### src/rtl/spi_status_emu.sv
module spi_status_emu #(
  parameter int          SYNC       = 2,
  parameter int          SW         = 24,
  parameter logic [7:0]  OP_WREN    = 8'h06,
  parameter logic [7:0]  OP_WRDI    = 8'h04,
  parameter logic [7:0]  OP_RDSR0   = 8'h05,
  parameter logic [7:0]  OP_RDSR1   = 8'h35,
  parameter logic [7:0]  OP_RDSR2   = 8'h15,
  parameter logic [7:0]  OP_ADDR4   = 8'hB7,
  parameter logic [7:0]  OP_ADDR3   = 8'hE9
) (
  input  logic          clk,
  input  logic          rst_n,
  input  logic          sck,
  input  logic          csb,
  input  logic          mosi,
  output logic          miso,
  input  logic          fw_wr,
  input  logic [SW-1:0] fw_wdata,
  output logic [SW-1:0] status_o,
  output logic          addr4b_o
);
  localparam int WEL_BIT = 1;
  localparam int CNT_W   = 4;
  localparam logic [CNT_W-1:0] CNT_MAX = '1;

  logic [SYNC-1:0] sck_sy, csb_sy, mosi_sy;
  logic sck_q, csb_q;

  always_ff @(posedge clk or negedge rst_n) begin
    if (!rst_n) begin
      sck_sy  <= '0;
      csb_sy  <= '1;
      mosi_sy <= '0;
      sck_q   <= 1'b0;
      csb_q   <= 1'b1;
    end else begin
      sck_sy  <= {sck_sy[SYNC-2:0], sck};
      csb_sy  <= {csb_sy[SYNC-2:0], csb};
      mosi_sy <= {mosi_sy[SYNC-2:0], mosi};
      sck_q   <= sck_sy[SYNC-1];
      csb_q   <= csb_sy[SYNC-1];
    end
  end

  logic sck_s, csb_s, mosi_s;
  assign sck_s  = sck_sy[SYNC-1];
  assign csb_s  = csb_sy[SYNC-1];
  assign mosi_s = mosi_sy[SYNC-1];

  logic sck_rise, sck_fall, cs_rise, cs_fall, in_frame;
  assign sck_rise = sck_s & ~sck_q;
  assign sck_fall = ~sck_s & sck_q;
  assign cs_rise  = csb_s & ~csb_q;
  assign cs_fall  = ~csb_s & csb_q;
  assign in_frame = ~csb_s;

  logic [CNT_W-1:0] bit_cnt;
  logic [7:0]       opcode;

  always_ff @(posedge clk or negedge rst_n) begin
    if (!rst_n) begin
      bit_cnt <= '0;
      opcode  <= '0;
    end else if (cs_fall) begin
      bit_cnt <= '0;
      opcode  <= '0;
    end else if (in_frame && sck_rise) begin
      if (bit_cnt < CNT_W'(8)) opcode <= {opcode[6:0], mosi_s};
      if (bit_cnt != CNT_MAX)  bit_cnt <= bit_cnt + 1'b1;
    end
  end

  logic          out_active;
  logic [2:0]    out_idx;

  always_ff @(posedge clk or negedge rst_n) begin
    if (!rst_n) begin
      out_active <= 1'b0;
      out_idx    <= 3'd7;
    end else if (cs_fall || cs_rise) begin
      out_active <= 1'b0;
      out_idx    <= 3'd7;
    end else if (in_frame && sck_fall && bit_cnt >= CNT_W'(8)) begin
      if (!out_active) begin
        out_active <= 1'b1;
        out_idx    <= 3'd7;
      end else begin
        out_idx    <= out_idx - 1'b1;
      end
    end
  end

  logic [SW-1:0] live, stage;
  logic          pending;
  logic          addr4b;

  logic [7:0] rd_byte;
  logic       rd_hit;
  always_comb begin
    rd_hit  = 1'b1;
    rd_byte = 8'h00;
    case (opcode)
      OP_RDSR0: rd_byte = live[7:0];
      OP_RDSR1: rd_byte = live[15:8];
      OP_RDSR2: rd_byte = live[23:16];
      default:  rd_hit  = 1'b0;
    endcase
  end

  assign miso = out_active & rd_hit & rd_byte[out_idx];

  logic exact8;
  assign exact8 = (bit_cnt == CNT_W'(8));

  logic [SW-1:0] live_nx;
  always_comb begin
    live_nx = pending ? stage : live;
    if (exact8 && opcode == OP_WREN) live_nx[WEL_BIT] = 1'b1;
    if (exact8 && opcode == OP_WRDI) live_nx[WEL_BIT] = 1'b0;
  end

  always_ff @(posedge clk or negedge rst_n) begin
    if (!rst_n) begin
      live    <= '0;
      stage   <= '0;
      pending <= 1'b0;
      addr4b  <= 1'b0;
    end else begin
      if (cs_rise) begin
        live <= live_nx;
        if (exact8 && opcode == OP_ADDR4) addr4b <= 1'b1;
        if (exact8 && opcode == OP_ADDR3) addr4b <= 1'b0;
      end
      if (fw_wr) begin
        stage   <= fw_wdata;
        pending <= 1'b1;
      end else if (cs_rise) begin
        pending <= 1'b0;
      end
    end
  end

  assign status_o = live;
  assign addr4b_o = addr4b;
endmodule

### config.mk
export PLATFORM = sky130hd
export DESIGN_NAME = spi_status_emu
export DESIGN_NICKNAME = d
export VERILOG_FILES = /design/src/rtl/spi_status_emu.sv
export SDC_FILE = /design/constraint.sdc
export NUM_CORES = 1
export LEC_CHECK = 0
export BUFFER_PORTS_ARGS = -buffer_cell sky130_fd_sc_hd__buf_2
export CAP_MARGIN = 20
export CORE_MARGIN = 5
export CORE_UTILIZATION = 35
export DETAILED_ROUTE_END_ITERATION = 16
export PLACE_DENSITY = 0.55
export SLEW_MARGIN = 30
export SYNTH_ARGS = -nofsm -noshare
export SYNTH_HDL_FRONTEND = slang
export SYNTH_SLANG_ARGS = --single-unit
### constraint.sdc
create_clock -name clk -period 2.9 [get_ports clk]
set_input_delay 0.435 -clock clk [delete_from_list [all_inputs] [get_ports clk]]
set_output_delay 0.435 -clock clk [all_outputs]
set_load 0.01 [all_outputs]
After elaboration in Yosys (flattened, before gate mapping)
Cells that the tools add are included.

Add/subtract/negate cells: 2. $mul: 0. Divide/modulo/power cells: 0. $lt $le $gt $ge: 3. Equality and inequality tests: 9. Shifts and indexed selects: 0. Muxes and demuxes: 22. Bitwise logic cells: 10. Reduce and logical (&&, ||, !) cells: 21.

Operator list (count): equality test 8 x 3 -> 1 bit, second input constant (3); 2-to-1 mux 8 bit (3); one-hot mux 8 bit (3 select lines) (1); equality test 8 bit, second input constant (2); 2-to-1 mux 4 bit (3); nonzero test 2 bit (6); 2-to-1 mux 1 bit (10); AND reduction 2 bit (5); 2-to-1 mux 3 bit (3); equality test 8 x 5 -> 1 bit, second input constant (1); equality test 8 x 6 -> 1 bit, second input constant (1); logical AND 1 bit (7); bitwise AND 1 bit (6); adder 4 x 1 -> 4 bit, second input constant (1); equality test 4 bit, second input constant (1); >= comparator 4 bit, second input constant (1); < comparator 3 x 4 -> 1 bit, second input constant (1); < comparator 4 bit, second input constant (1); != test 4 bit, second input constant (1); NOT 1 bit (4); binary-select mux 1 bit (select 3 bit) (1); nonzero test 3 bit (1); OR reduction 3 bit (1); subtractor 3 x 1 -> 3 bit, second input constant (1); 2 further kinds (2).

Register bits: 74. Latch bits: 0. RAM bits: 0. Memory bits (read-only): 0. Bits of input ports: 30. Word-level logic and storage cells: 81. Memories: 0.

Depth between registers and ports, before layout
Gate-level depths: netlist (run 1).

Depth after elaboration: 6. Mapped depth: 7. Gate-level depth less buffers: 6.

Worst setup path after synthesis (run 1)
No wires, ideal clock.

Path type: reg2out. Start: reg opcode[1]. End: out miso. Arrival: 2146 ps. Setup slack: 319 ps. Stages on the path, launching flop included: 6. Cell sequence: dfrtp_1 -> or4b_1 -> buf_2 -> or3_1 -> a311o_1 -> a2111oi_2.

Longest elaborated chain between the ends: 5. Elaborated cells between the ends (all ways): 10. Those cells by class: eq/ne (3); mux (4); bitwise (2); reduce/logical (1).

RTL lines: start: declaration (line 59) `logic [7:0] opcode;`; start signal: assignment (line 69) `if (bit_cnt < CNT_W'(8)) opcode <= {opcode[6:0], mosi_s};`; equality test 8 x 5 -> 1 bit (tied with other cells) (line 103) `case (opcode)`; one-hot mux 8 bit (3 select lines) / OR reduction 3 bit (equally long branches); binary-select mux 1 bit (select 3 bit) / 2-to-1 mux 1 bit (equally long branches) (line 111, 103); 2-to-1 mux 1 bit (implied by the code) / bitwise AND 1 bit (equally long branches) (line 111) `assign miso = out_active & rd_hit & rd_byte[out_idx];`; bitwise AND 1 bit * (line 111); end: declaration (line 17) `output logic miso,`.

Every way passes the cells marked *; elsewhere a longest branch is shown, timed or not. The select of a mux whose other input is x is not followed.

Worst setup path in the final report (run 1)
Same ends and word-level chain as after synthesis.

==> key figures, run 1 <==
Status
  • Status: complete, but fails checks
  • Failing checks: negative setup slack

STA
  • Peak Freq: 331 MHz
  • Clock Skews: 0.00853 ns
  • RSZ-0062 raised after global routing: yes
  • Worst relative slew slack: 57.5%
  • Final setup margin: -0.120 ns
  • Hold Worst Slack: 0.0453 ns
  • Least-Margin Pin Slew: 0.637 ns
  • Min Tclk post-route: 3.02 ns
  • Fin. max-slew vios: 0
  • Final setup fails: 1
  • Tcrit/Tclk final: 104%
  • Final hold viol count: 0
  • Setup TNS: -0.120 ns

Setup path
  • Worst setup SP type: flip-flop
  • Crit-path max FO: 5
  • Kind of critical path: flip-flop to output pin
  • CP Data Arrival Time: 2.58 ns
  • Worst Setup End Kind: output pin
  • Req. time, crit path: 2.47 ns

Drt
  • DRC violations left: 0
  • DR vias: 2137
  • DRT Pass-1 Iters: 4
  • Vias/cell: 4.94
  • WL final: 6.91 mm
  • Routed WL per cell: 16.0 µm
  • First DRT Iteration DRCs: 74
  • Final ANT Viol Nets: 0

Flow run
  • Max-Cap Viols: 0

Logic synthesis
  • Largest area contributor in the netlist: dfrtp_1
  • Synth top area share: 52.5%
  • Most used flip-flop cell after synthesis: dfrtp_1
  • Post-synth EDFFs: 0
  • Mapped Nets: 288
  • Sequential area share after synthesis: 57.4%
  • Yosys warns: 0
  • Post-Syn Instances: 253
  • Post-synthesis area per instance: 12.8 µm²
  • Seq cells post-synth: 74
  • Distinct cells, synth: 46
  • Ys async rst share: 100%
  • Count leader, synth: dfrtp_1
  • Synth area leaders: dfrtp_1 (52%), mux2_2 (17%), dfstp_2 (4.9%)
  • Synth top cells by count: dfrtp_1 (68), mux2_2 (49), nand2_1 (16), o21ai_0 (13)
  • Post-Syn Area: 3240 µm²

Hold path
  • Hold/Removal Path Class: input pin to async pin

Floorplan
  • IO Pins: 56
  • Initial Util: 35.4%
  • Die Y: 106 µm
  • Die area: 11300 µm²
  • # rows: 35
  • Core area: 9150 µm²
  • Die X-Extent: 106 µm

Power
  • Sw power: 0.756 mW
  • Comb pwr share: 19.9%
  • Switching Fraction: 30.0%
  • Leakage: 1.71 nW
  • Clk pwr share: 27.5%
  • Maximum vdd drop: 0.000267 V
  • PD cells: 649 nW/µm²
  • Internal power: 1.76 mW
  • Reg power frac: 52.6%
  • Total power draw: 2.52 mW

Cells and area
  • Layout cells sized above 1: 44.4%
  • Fin nets: 352
  • Footprint of the multi-input gates: 1320 µm²
  • Finished Cell Area: 3880 µm²
  • Filler cell count: 858
  • Layout area overhead: 19.7%
  • Seq. cell area: 1860 µm²
  • Ant. Diodes: 0

Placed design
  • Placed cell area: 3670 µm²
  • GPL Wtd Cong: 0.846
  • IO buf count: 55
  • Place WS: 0.161 ns
  • HPWL Detailed: 5.03 mm

GRT
  • Initial antenna violation count: 0
  • Vias in the first global route: 2252
  • Total grt overflow: 0
  • Total GRT Usage: 13.1%
  • First-pass GRT wire length: 11.5 mm
  • Largest net degree at the start of global routing: 31

CTS
  • CTS sink cnt: 74
  • Maximum root-to-sink buffer count: 2
  • Worst-skew pair later-pin latency: 0.35 ns
  • Reg clk slew, reported paths: 0.08 ns
  • TritonCTS clock tree: done
  • Hold buffers post-CTS: 0
  • H-tree depth: 3
  • Number of buffers created by CTS: 9
  • Clock root buffer: clkbuf_8
==> worst max-delay path: stages (launching register included) <==
cell and delay [ns]:
dfrtp_1 0.39, or4b_4 0.58, or3_1 0.39, a311o_1 0.35, a2111oi_4 0.33, buf_2 0.19
==> cells in the final DEF (no fill, tap or decap), types with 2 or more instances in the layout <==
master and count:
a21o_1 2, a221oi_1 4, a22oi_1 2, a31oi_1 2, buf_2 55, buf_4 9, clkbuf_8 9, clkinv_2 2
clkinvlp_4 2, dfrtp_1 67, dfstp_2 6, ha_1 5, inv_1 9, mux2_2 49, mux2i_1 8, nand2_1 16
nand2b_1 9, nand3_1 4, nand3b_1 2, nand4_1 2, nand4b_1 2, nor2_1 6, nor2_2 2, nor2b_1 3
nor3_1 2, nor4bb_1 2, o21a_1 2, o21ai_0 13, o22ai_1 2
==> cell families (layout without fill, tap and decap cells) <==
| logic type | count (synthesis) | after routing | share of synthesized area (%) |
|---|---|---|---|
| buffers and inverters | 21 | 90 | 2.51 |
| multiplexers | 58 | 58 | 20.2 |
| flip-flops | 74 | 74 | 57.4 |
| AND/OR/NAND/NOR | 58 | 58 | 10.0 |
| AO/OA/AOI/OAI | 35 | 35 | 7.45 |
| XOR/XNOR | 2 | 2 | 0.540 |
| adder cells (fa/ha/maj) | 5 | 5 | 1.93 |
==> final timing paths <==
kind	startpoint	end	slack [ns]	cells after the start
worst min-delay path	rst_n	mosi_sy[0]	0.05	1
max in group asynchronous	rst_n	csb_sy[1]	2.03	2
worst min register to register	sck_sy[0]	sck_sy[1]	0.36	0
worst max-delay path	opcode[1]	miso	-0.12	5
min in group clk	csb	csb_sy[0]	0.18	1
worst max register to register	opcode[4]	status_o[1]	1.01	4
==> state kept, by name (all words and copies together), names as in the netlist, 2 cells and up <==
signal and cells:
sck_sy 2, bit_cnt 4, opcode 8, mosi_sy 2, status_o 24, csb_sy 2, stage 24, out_idx 3
==> per-layer routing <==
metal / GRT usage, % / up-vias / share of wire (%)
li1: - / 1026 / -
met1: 17.5 / 1059 / 47
met2: 20.4 / 45 / 48
met3: 4.07 / 7 / 4.5
met4: 4.35 / 0 / 1.1
met5: 0 / - / 0
==> what timing repair did <==
item,4_1_cts,5_1_grt
setup endpoints to repair,1,1
setup buffers,2,0
pin swaps,0,0
gates resized for setup,5,1
==> power by group through the flow <==
stage / clock network, mW / registers, mW / logic (mW)
final: 0.692 / 1.33 / 0.502
after global routing: 0.771 / 1.36 / 0.555
after CTS: 0.723 / 1.33 / 0.510
after detailed placement: 0 / 1.35 / 0.496
after global placement: 0 / 1.34 / 0.487
after floorplan: 0 / 1.34 / 0.280
==> metrics by stage <==
| stage | utilization (%) | cells |
|---|---|---|
| 2_1_floorplan | - | 253 |
| 3_3_place_gp | 40.1 | 415 |
| 3_5_place_dp | 40.1 | 415 |
| 4_1_cts | 42.4 | 433 |
| 5_1_grt | 42.4 | 433 |
| 6_report | 42.4 | 433 |
==> final cells by class <==
class / count / area share (%)
Clock buffer: 10 / 3.29
Clock inverter: 6 / 1.10
Inverter: 9 / 0.871
Multi-Input combinational cell: 158 / 34.1
Sequential cell: 74 / 48.0
Tap cell: 111 / 3.58
Timing Repair Buffer: 65 / 9.13
(Power assumes the default switching activity.)
==> run 2, diff against run 1 <==
- CORE_MARGIN: 5 -> 1.5
==> run 2 against run 1 <==
Against the previous run: register-to-register slack got worse by 0.03 ns; critical path type unchanged; clock skew decreased by 0.0031 ns; via count increased by 2.0%; the flow still finishes with violations (negative setup slack); largest power group unchanged; clock-buffer cell count unchanged; flip-flop and latch count unchanged; critical path depth unchanged.
==> key figures, run 2 (synthesis results as in run 1) <==
Status
  • Status: complete, but fails checks (unchanged)
  • Failing checks: negative setup slack (unchanged)

CTS
  • Clock root buffer: clkbuf_8 (unchanged)
  • TritonCTS clock tree: done (unchanged)
  • Maximum root-to-sink buffer count: 2 (unchanged)
  • CTS sink cnt: 74 (unchanged)
  • H-tree depth: 3 (unchanged)
  • Hold buffers post-CTS: 0 (unchanged)
  • Number of buffers created by CTS: 9 (unchanged)
  • Reg clk slew, reported paths: 0.08 ns (about the same)
  • Worst-skew pair later-pin latency: 0.35 ns (about the same)

Drt
  • Vias/cell: 5.08 (was 4.94)
  • DRC violations left: 0 (unchanged)
  • Final ANT Viol Nets: 0 (unchanged)
  • Routed WL per cell: 15.7 µm (was 16.0 µm)
  • WL final: 6.73 mm (was 6.91 mm)
  • DR vias: 2180 (was 2137)
  • First DRT Iteration DRCs: 87 (was 74)
  • DRT Pass-1 Iters: 4 (unchanged)

STA
  • Min Tclk post-route: 3.00 ns (was 3.02 ns)
  • RSZ-0062 raised after global routing: yes (unchanged)
  • Fin. max-slew vios: 0 (unchanged)
  • Least-Margin Pin Slew: 0.633 ns (was 0.637 ns)
  • Final hold viol count: 0 (unchanged)
  • Setup TNS: -0.0980 ns (was -0.120 ns)
  • Final setup margin: -0.0980 ns (was -0.120 ns)
  • Clock Skews: 0.00546 ns (was 0.00853 ns)
  • Worst relative slew slack: 57.8% (was 57.5%)
  • Peak Freq: 334 MHz (was 331 MHz)
  • Tcrit/Tclk final: 103% (was 104%)
  • Final setup fails: 1 (unchanged)

Cells and area
  • Filler cell count: 826 (was 858)
  • Ant. Diodes: 0 (unchanged)
  • Commonest non-fill, non-tap cell in the layout: dfrtp_1 (unchanged)
  • Layout area overhead: 19.5% (was 19.7%)
  • Layout cells sized above 1: 44.2% (was 44.4%)
  • Final core occ: 43.8% (was 42.4%)
  • Commonest cells after routing, fill and taps aside: dfrtp_1 (67), buf_2 (55), mux2_2 (49) (unchanged)
  • Non-Filler Instances: 429 (was 433)
  • Fin nets: 351 (was 352)

GRT
  • Total GRT Usage: 15.1% (was 13.1%)
  • Vias in the first global route: 2242 (was 2252)
  • Largest net degree at the start of global routing: 30 (was 31)
  • First-pass GRT wire length: 11.4 mm (was 11.5 mm)
  • Initial antenna violation count: 0 (unchanged)
  • Total grt overflow: 0 (unchanged)

Floorplan
  • Die Y: 99.2 µm (was 106 µm)
  • Core area: 8850 µm² (was 9150 µm²)
  • IO Pins: 56 (unchanged)
  • # rows: 34 (was 35)
  • Initial Util: 36.6% (was 35.4%)
  • Die area: 9850 µm² (was 11300 µm²)
  • Die X-Extent: 99.2 µm (was 106 µm)

Power
  • Reg power frac: 52.7% (was 52.6%)
  • Sw power: 0.760 mW (was 0.756 mW)
  • PD cells: 651 nW/µm² (was 649 nW/µm²)
  • Maximum vdd drop: 0.000267 V (about the same)
  • Leakage: 1.71 nW (about the same)
  • Clk pwr share: 27.5% (about the same)
  • Switching Fraction: 30.1% (was 30.0%)
  • Internal power: 1.76 mW (about the same)
  • Comb pwr share: 19.8% (was 19.9%)

Setup path
  • Critical path's top delay family: simple AND/OR/NAND/NOR gates (unchanged)
  • Req. time, crit path: 2.47 ns (about the same)
  • Worst setup SP type: flip-flop (unchanged)
  • Crit path buf inv count: 1 (unchanged)
  • Crit-path max FO: 5 (unchanged)
  • Max stage delay on crit path: 0.57 ns (was 0.58 ns)
  • Slowest CP cell: or4b_4 (unchanged)
  • Worst Setup End Kind: output pin (unchanged)
  • Kind of critical path: flip-flop to output pin (unchanged)
  • Worst-path cell chain: or4b_4 -> or3_1 -> a311o_1 -> a2111oi_4 -> buf_2 (unchanged)
  • CP Data Arrival Time: 2.56 ns (was 2.58 ns)

Placed design
  • IO buf count: 55 (unchanged)
  • GPL Wtd Cong: 0.787 (was 0.846)
  • Placed cell count: 411 (was 415)
  • HPWL Detailed: 4.84 mm (was 5.03 mm)

Hold path
  • Hold/Removal Path Class: input pin to async pin (unchanged)

Flow run
  • Max-Cap Viols: 0 (unchanged)
-- run 2: final timing paths --
path                           start     endpoint  slack [ns]  cells past startpoint
min reg2reg                sck_sy[0]    sck_sy[1]        0.35                      0
max                        opcode[7]         miso        -0.1                      5
min in group clk                 csb    csb_sy[0]        0.18                      1
max in group asynchronous      rst_n   out_idx[1]        2.04                      2
min                            rst_n    sck_sy[0]        0.10                      1
max reg2reg                    csb_q  status_o[4]        0.98                      5
-- run 2: cell type report --
cell class / instances / area (µm²) / area share (%)
sequential: 74 / 1860 / 48.0
multi-input combinational: 158 / 1330 / 34.4
timing repair buffer: 64 / 343 / 8.85
tap: 108 / 135 / 3.49
clock buffer: 10 / 128 / 3.29
clock inverter: 6 / 42.5 / 1.10
inverter: 9 / 33.8 / 0.872
-- run 2: timing repair --
action,4_1_cts,5_1_grt
buffers inserted,2,0
setup endpoints to repair,1,1
resized for setup,1,5
hold endpoints to repair,0,0
cloned,0,0
pin swaps,0,0
-- run 2: stage by stage --
stage	hold slack (ns)	cell area, µm²	setup slack, ns	power, mW
floorplan	0.139	3240	0.319	1.62
global placement	0.335	3660	0.171	1.82
detailed placement	0.335	3660	0.156	1.84
CTS	0.114	3850	-0.128	2.55
global route	0.122	3870	-0.191	2.69
finish	0.102	3870	-0.0980	2.52
-- run 2: power by group through the flow --
stage / Sequential [mW] / Clock [mW] / Combinational [mW]
final: 1.33 / 0.694 / 0.500
after global routing: 1.35 / 0.777 / 0.558
after CTS: 1.33 / 0.721 / 0.499
after detailed placement: 1.35 / 0 / 0.487
after global placement: 1.35 / 0 / 0.479
after floorplan: 1.34 / 0 / 0.280
-- run 2: worst register-to-register path: stages (launching register included) --
cell     delay [ns]
dfstp_2        0.53
inv_1          0.04
ha_1           0.24
nand2_1        0.30
buf_4          0.33
mux2_2         0.38
-- run 2: routing by layer --
layer	GRT usage [%]	share of wire, %	vias up
li1	-	-	1032
met1	20.3	48	1079
met2	22.9	46	58
met3	5.20	4.3	11
met4	5.20	1.6	0
met5	0	0	-
